`src/rtl/thermal_alarm_pkg.sv`:
```
package thermal_alarm_pkg;

  localparam int CNT_W = 3;

  typedef struct packed {
    logic evalEn;
    logic seekLow;
    logic clearCnt;
  } alarm_strobe_t;

  function automatic logic [CNT_W-1:0] faultsNeeded(input logic [1:0] sel);
    case (sel)
      2'b00:   return 3'd1;
      2'b01:   return 3'd2;
      2'b10:   return 3'd4;
      default: return 3'd6;
    endcase
  endfunction

endpackage

```
`src/rtl/thermal_alarm_datapath.sv`:
```
module thermal_alarm_datapath
  import thermal_alarm_pkg::*;
#(
  parameter int TEMP_W = 9
) (
  input  logic              clk,
  input  logic              rstN,
  input  logic [TEMP_W-1:0] sample,
  input  logic [TEMP_W-1:0] overLimit,
  input  logic [TEMP_W-1:0] hystLimit,
  input  logic [1:0]        queueSel,
  input  alarm_strobe_t     strobes,
  output logic              fire
);

  logic signed [TEMP_W-1:0] sampleS, overS, hystS;
  logic                     qualify;
  logic [CNT_W-1:0]         faultCnt, cntInc, need;

  assign sampleS = $signed(sample);
  assign overS   = $signed(overLimit);
  assign hystS   = $signed(hystLimit);

  // strict signed comparisons against the threshold being watched
  assign qualify = strobes.seekLow ? (sampleS < hystS) : (sampleS > overS);
  assign need    = faultsNeeded(queueSel);
  assign cntInc  = faultCnt + 3'd1;
  assign fire    = strobes.evalEn && qualify && (cntInc >= need);

  always_ff @(posedge clk or negedge rstN) begin
    if (!rstN) begin
      faultCnt <= '0;
    end else if (strobes.clearCnt) begin
      faultCnt <= '0;
    end else if (strobes.evalEn) begin
      faultCnt <= (qualify && !fire) ? cntInc : '0;
    end
  end

  assert_shutdown_clears_count_R7: assert property (@(posedge clk) disable iff (!rstN)
    strobes.clearCnt |=> faultCnt == '0);

  assert_count_holds_idle_R3: assert property (@(posedge clk) disable iff (!rstN)
    (!strobes.evalEn && !strobes.clearCnt) |=> $stable(faultCnt));

  assert_miss_restarts_count_R3: assert property (@(posedge clk) disable iff (!rstN)
    (strobes.evalEn && !qualify && !strobes.clearCnt) |=> faultCnt == '0);

  assert_count_bounded_R3: assert property (@(posedge clk) disable iff (!rstN)
    faultCnt <= 3'd5);

endmodule

```
`src/rtl/thermal_alarm_control.sv`:
```
module thermal_alarm_control
  import thermal_alarm_pkg::*;
(
  input  logic          clk,
  input  logic          rstN,
  input  logic          sampleValid,
  input  logic          cfgShutdown,
  input  logic          cfgIntMode,
  input  logic          regRead,
  input  logic          fire,
  output alarm_strobe_t strobes,
  output logic          alarmActive
);

  logic alarmQ, armLowQ, latched;

  assign latched          = cfgIntMode && alarmQ;
  assign strobes.evalEn   = sampleValid && !cfgShutdown && !latched;
  assign strobes.seekLow  = cfgIntMode ? armLowQ : alarmQ;
  assign strobes.clearCnt = cfgShutdown;
  assign alarmActive      = alarmQ;

  always_ff @(posedge clk or negedge rstN) begin
    if (!rstN) begin
      alarmQ  <= 1'b0;
      armLowQ <= 1'b0;
    end else if (cfgShutdown) begin
      if (cfgIntMode) alarmQ <= 1'b0;
    end else if (latched) begin
      if (regRead) alarmQ <= 1'b0;
    end else if (fire) begin
      if (cfgIntMode) begin
        alarmQ  <= 1'b1;
        armLowQ <= ~armLowQ;
      end else begin
        alarmQ  <= ~alarmQ;
      end
    end
  end

  assert_thermostat_needs_event_R4: assert property (@(posedge clk) disable iff (!rstN)
    (!cfgIntMode && !fire) |=> $stable(alarmQ));

  assert_read_clears_latched_R5: assert property (@(posedge clk) disable iff (!rstN)
    (cfgIntMode && alarmQ && regRead) |=> !alarmQ);

  assert_latched_holds_R5: assert property (@(posedge clk) disable iff (!rstN)
    (cfgIntMode && alarmQ && !regRead && !cfgShutdown) |=> alarmQ);

  assert_shutdown_clears_latched_R7: assert property (@(posedge clk) disable iff (!rstN)
    (cfgIntMode && cfgShutdown) |=> !alarmQ);

  assert_no_eval_when_latched_R10: assert property (@(posedge clk) disable iff (!rstN)
    (cfgIntMode && alarmQ) |-> !fire);

endmodule

```
`src/rtl/thermal_alarm.sv`:
```
module thermal_alarm
  import thermal_alarm_pkg::*;
#(
  parameter int TEMP_W = 9
) (
  input  logic              clk,
  input  logic              rstN,
  input  logic              sampleValid,
  input  logic [TEMP_W-1:0] sample,
  input  logic [TEMP_W-1:0] overLimit,
  input  logic [TEMP_W-1:0] hystLimit,
  input  logic [4:0]        cfgCtrl,
  input  logic              regRead,
  output logic              alarmActive,
  output logic              pinPullDown
);

  alarm_strobe_t strobes;
  logic          fire;

  thermal_alarm_control i_control (
    .clk         (clk),
    .rstN        (rstN),
    .sampleValid (sampleValid),
    .cfgShutdown (cfgCtrl[0]),
    .cfgIntMode  (cfgCtrl[1]),
    .regRead     (regRead),
    .fire        (fire),
    .strobes     (strobes),
    .alarmActive (alarmActive)
  );

  thermal_alarm_datapath #(.TEMP_W(TEMP_W)) i_datapath (
    .clk       (clk),
    .rstN      (rstN),
    .sample    (sample),
    .overLimit (overLimit),
    .hystLimit (hystLimit),
    .queueSel  (cfgCtrl[4:3]),
    .strobes   (strobes),
    .fire      (fire)
  );

  // open-drain enable: pull low when the pin level must be 0
  assign pinPullDown = alarmActive ^ cfgCtrl[2];

endmodule

```
`config.mk`:
```
export PLATFORM = sky130hd
export DESIGN_NAME = thermal_alarm
export DESIGN_NICKNAME = d
export VERILOG_FILES = /design/src/rtl/thermal_alarm_pkg.sv /design/src/rtl/thermal_alarm_datapath.sv /design/src/rtl/thermal_alarm_control.sv /design/src/rtl/thermal_alarm.sv
export SDC_FILE = /design/constraint.sdc
export NUM_CORES = 1
export LEC_CHECK = 0
export CORE_ASPECT_RATIO = 1.2
export CORE_MARGIN = 2
export CORE_UTILIZATION = 40
export CTS_CLUSTER_DIAMETER = 50
export DETAILED_ROUTE_END_ITERATION = 10
export HOLD_SLACK_MARGIN = 0.08
export MAX_ROUTING_LAYER = met4
export PLACE_DENSITY = 0.78
export RECOVER_POWER = 25
export SLEW_MARGIN = 40
export SYNTH_ARGS = -nofsm -noshare
export SYNTH_HDL_FRONTEND = slang
export SYNTH_HIERARCHICAL = 1
export SYNTH_SLANG_ARGS = --single-unit
```
`constraint.sdc`:
```
create_clock -name clk -period 2.2 [get_ports clk]
set_input_delay 0.44 -clock clk [delete_from_list [all_inputs] [get_ports clk]]
set_output_delay 0.44 -clock clk [all_outputs]
set_load 0.02 [all_outputs]
```
==> flow_summary.ini <==
[outcome]
status = complete, no violations

[power]
swShare_pct = 34.9
p_per_area_mw_per_mm2 = 328
clock_power_share_pct = 22.0
leakage_nw = 0.771
power_frac_comb_pct = 55.4
seqPwrFrac_pct = 22.6
p_int_mw = 0.328
irDropWorstVdd_uv = 353
switchingPower_mw = 0.176

[synthesis]
ys_seq_area_share_pct = 14.4
yosys.cell_types.count = 32
ys_ff_latch = 5
yosysWarnings = 6
synth_nets = 163
syn_avg_cell_area_um2 = 8.18
syn-instance-count = 106
synth_area_um2 = 867

[clock_network]
cts_buffers = 3
clock_path_buffers = 2
cts_hold_buf = 0
htree_levels = 1
cts_sinks = 5
root_buffer = clkbuf_4
tritoncts = done
clk_latency_ps = 250
clk_pin_slew_ps = 50

[floorplanning]
rows = 18
ioPinCount = 38
start_util_pct = 42.3
chipHeight_um = 55
dieArea_mm2 = 0.00256
die_w_um = 46.5
core_area_mm2 = 0.00205

[global_routing]
grt_overflow = 0
grt_pass1_vias = 927
grt_max_degree = 9
track_usage_pct = 20.8
grt_pass1_wl_um = 3650
antenna_found_initial = 0

[setup_path]
cp_max_fo = 3
r2r_cells = 7
r2r-start = i_datapath/faultCnt[0]
worstPathArrival_ps = 2260
startpoint_type = input pin
critPathKind = input pin to flip-flop
r2r_slack_ps = 140
cp.required_ps = 2340
r2r-end = i_control/armLowQ
cp-end-kind = flip-flop

[cells_and_area]
layout_commonest_cell = buf_4
drive_above_1_share_pct = 40.3
synthToLayoutAreaGrowth_pct = 77.2
layout_common_cells = buf_4 (13), clkdlybuf4s50_1 (12), inv_1 (11), inv_2 (11), ha_4 (11)
finish.utilization_pct = 75.0
diodes = 0
nets = 217

[place]
place_ws_ps = -530
gp_congestion = 0.805
place_hpwl_um = 1820
io_buffers = 37

[hold_path]
worstHoldPathCells = 1
min_path_type = flip-flop to flip-flop
holdPathEnd = i_control/armLowQ
hold_path.startpoint = i_control/armLowQ

[sta]
slew_viol_final = 0
worst_pin_slew_ps = 388
fin_ws_ps = 74.4
post-route-min-period_ps = 2130
clock.fmax_mhz = 470
finalHoldViolations = 0
finalClockSkew_ps = 5.59
post-route-period-util_pct = 96.6
setup_viol = 0
slew_headroom_pct = 74.0

[route]
ant_nets = 0
initialDrtViolationCount = 4
drt-pass1-iter-count = 3
vias = 953
drc = 0
routed_wirelength_um = 2590
detail_route.wl_per_cell_um = 13.7
vias_per_cell = 5.04

[run]
maxCapViolCount = 0
[cell usage after synthesis]
cell type / number / area share (%)
a2111oi_4: 1 / 3.2
or2_1: 1 / 0.72
ha_1: 21 / 30
and4_1: 1 / 1.0
nor3b_1: 2 / 1.7
nand2b_1: 4 / 2.9
a21oi_1: 6 / 3.5
nor2_1: 5 / 2.2
inv_1: 22 / 9.5
nor2b_1: 1 / 0.72
o31ai_1: 1 / 0.87
a21o_1: 1 / 0.87
o221ai_1: 1 / 1.0
xor2_1: 3 / 3.0
o31ai_2: 1 / 1.4
and4bb_1: 1 / 1.4
o21ai_1: 2 / 1.2
nand2_1: 8 / 3.5
a21boi_0: 1 / 0.87
or2b_2: 1 / 1.0
a211oi_1: 1 / 0.87
nand4_1: 3 / 2.2
a21o_2: 1 / 1.0
o211a_1: 1 / 1.2
dfrtp_1: 5 / 14
o2111ai_2: 1 / 1.7
a311o_1: 1 / 1.2
o21a_2: 1 / 1.0
buf_4: 1 / 0.87
nand4bb_1: 1 / 1.3
o21ai_0: 4 / 2.3
nand3_1: 2 / 1.2
[kinds of logic (layout without fill, tap and decap cells)]
group / after synthesis / in the layout / synth area share [%]
AOI/OAI and AO/OA: 24 / 24 / 22.1
buffers and inverters: 23 / 76 / 10.4
xor gates and xnor gates: 3 / 3 / 3.03
and+or+nand+nor: 30 / 30 / 19.8
DFF: 5 / 5 / 14.4
adders and majority gates: 21 / 21 / 30.3
[per-layer routing]
metal / vias up / part of all wire (%) / GRT usage, % / routed length [um]
met5: - / 0 / - / 0
met4: 0 / 1.7 / 11.4 / 43
met3: 5 / 2.7 / 2.92 / 70
met2: 26 / 56 / 37.0 / 1450
met1: 448 / 40 / 21.6 / 1030
li1: 474 / - / - / -
[through the flow]
| step | TNS [ps] | std cells | power (mW) | cell area [um2] | hold WS [ps] |
|---|---|---|---|---|---|
| final | 0 | 189 | 0.503 | 1540 | 463 |
| after floorplan | 0 | 106 | 0.229 | 867 | 144 |
| after global routing | -20.5 | 189 | 0.549 | 1540 | 484 |
| after global placement | -1870 | 182 | 0.341 | 1340 | 459 |
| after CTS | 0 | 188 | 0.485 | 1480 | 404 |
| after detailed placement | -2060 | 182 | 0.347 | 1340 | 460 |
[power by group through the flow]
stage               clock (mW)  sequential (mW)  combinational (mW)
floorplan                    0            0.115               0.114
global placement             0            0.116               0.226
detailed placement           0            0.115               0.232
CTS                      0.115            0.114               0.256
global route             0.123            0.116               0.309
finish                   0.111            0.114               0.279
[state kept, by name, indices dropped and copies added (netlist names)]
signal,cells
i_control/alarmActive,1
i_control/armLowQ,1
i_datapath/faultCnt,3
[worst max-delay path, stage by stage]
cell and delay [ps]:
clkdlybuf4s50_1 470, nor2_1 50, ha_1 250, nand2b_1 140
a21o_2 210, a21oi_2 240, nor3b_4 70, and4bb_1 210
xor2_1 160
[worst max-delay path by stage]
stage,from,endpoint,slack [ps],cells past startpoint
5_1_grt,hystLimit[2],i_control/armLowQ,-20,10
6_report,cfgCtrl[4],i_control/armLowQ,70,9
3_3_place_gp,overLimit[4],i_control/armLowQ,-450,10
4_1_cts,hystLimit[6],i_control/armLowQ,20,9
2_1_floorplan,hystLimit[6],i_control/armLowQ,90,8
3_5_place_dp,overLimit[7],i_control/armLowQ,-530,10
[timing repair]
item                       CTS  global route
setup endpoints to repair    5             2
pin swaps                   18            23
buffers inserted             2             1
gates resized for setup     39            44
[cell type report]
type	count	area, um2
sequential	5	125
inverter	22	82.6
timing repair buffer	50	428
multi-input combinational	78	837
clock buffer	4	26.3
tap	30	37.5
fill	153	513
Note: power is estimated with default switching activity, not from simulation.
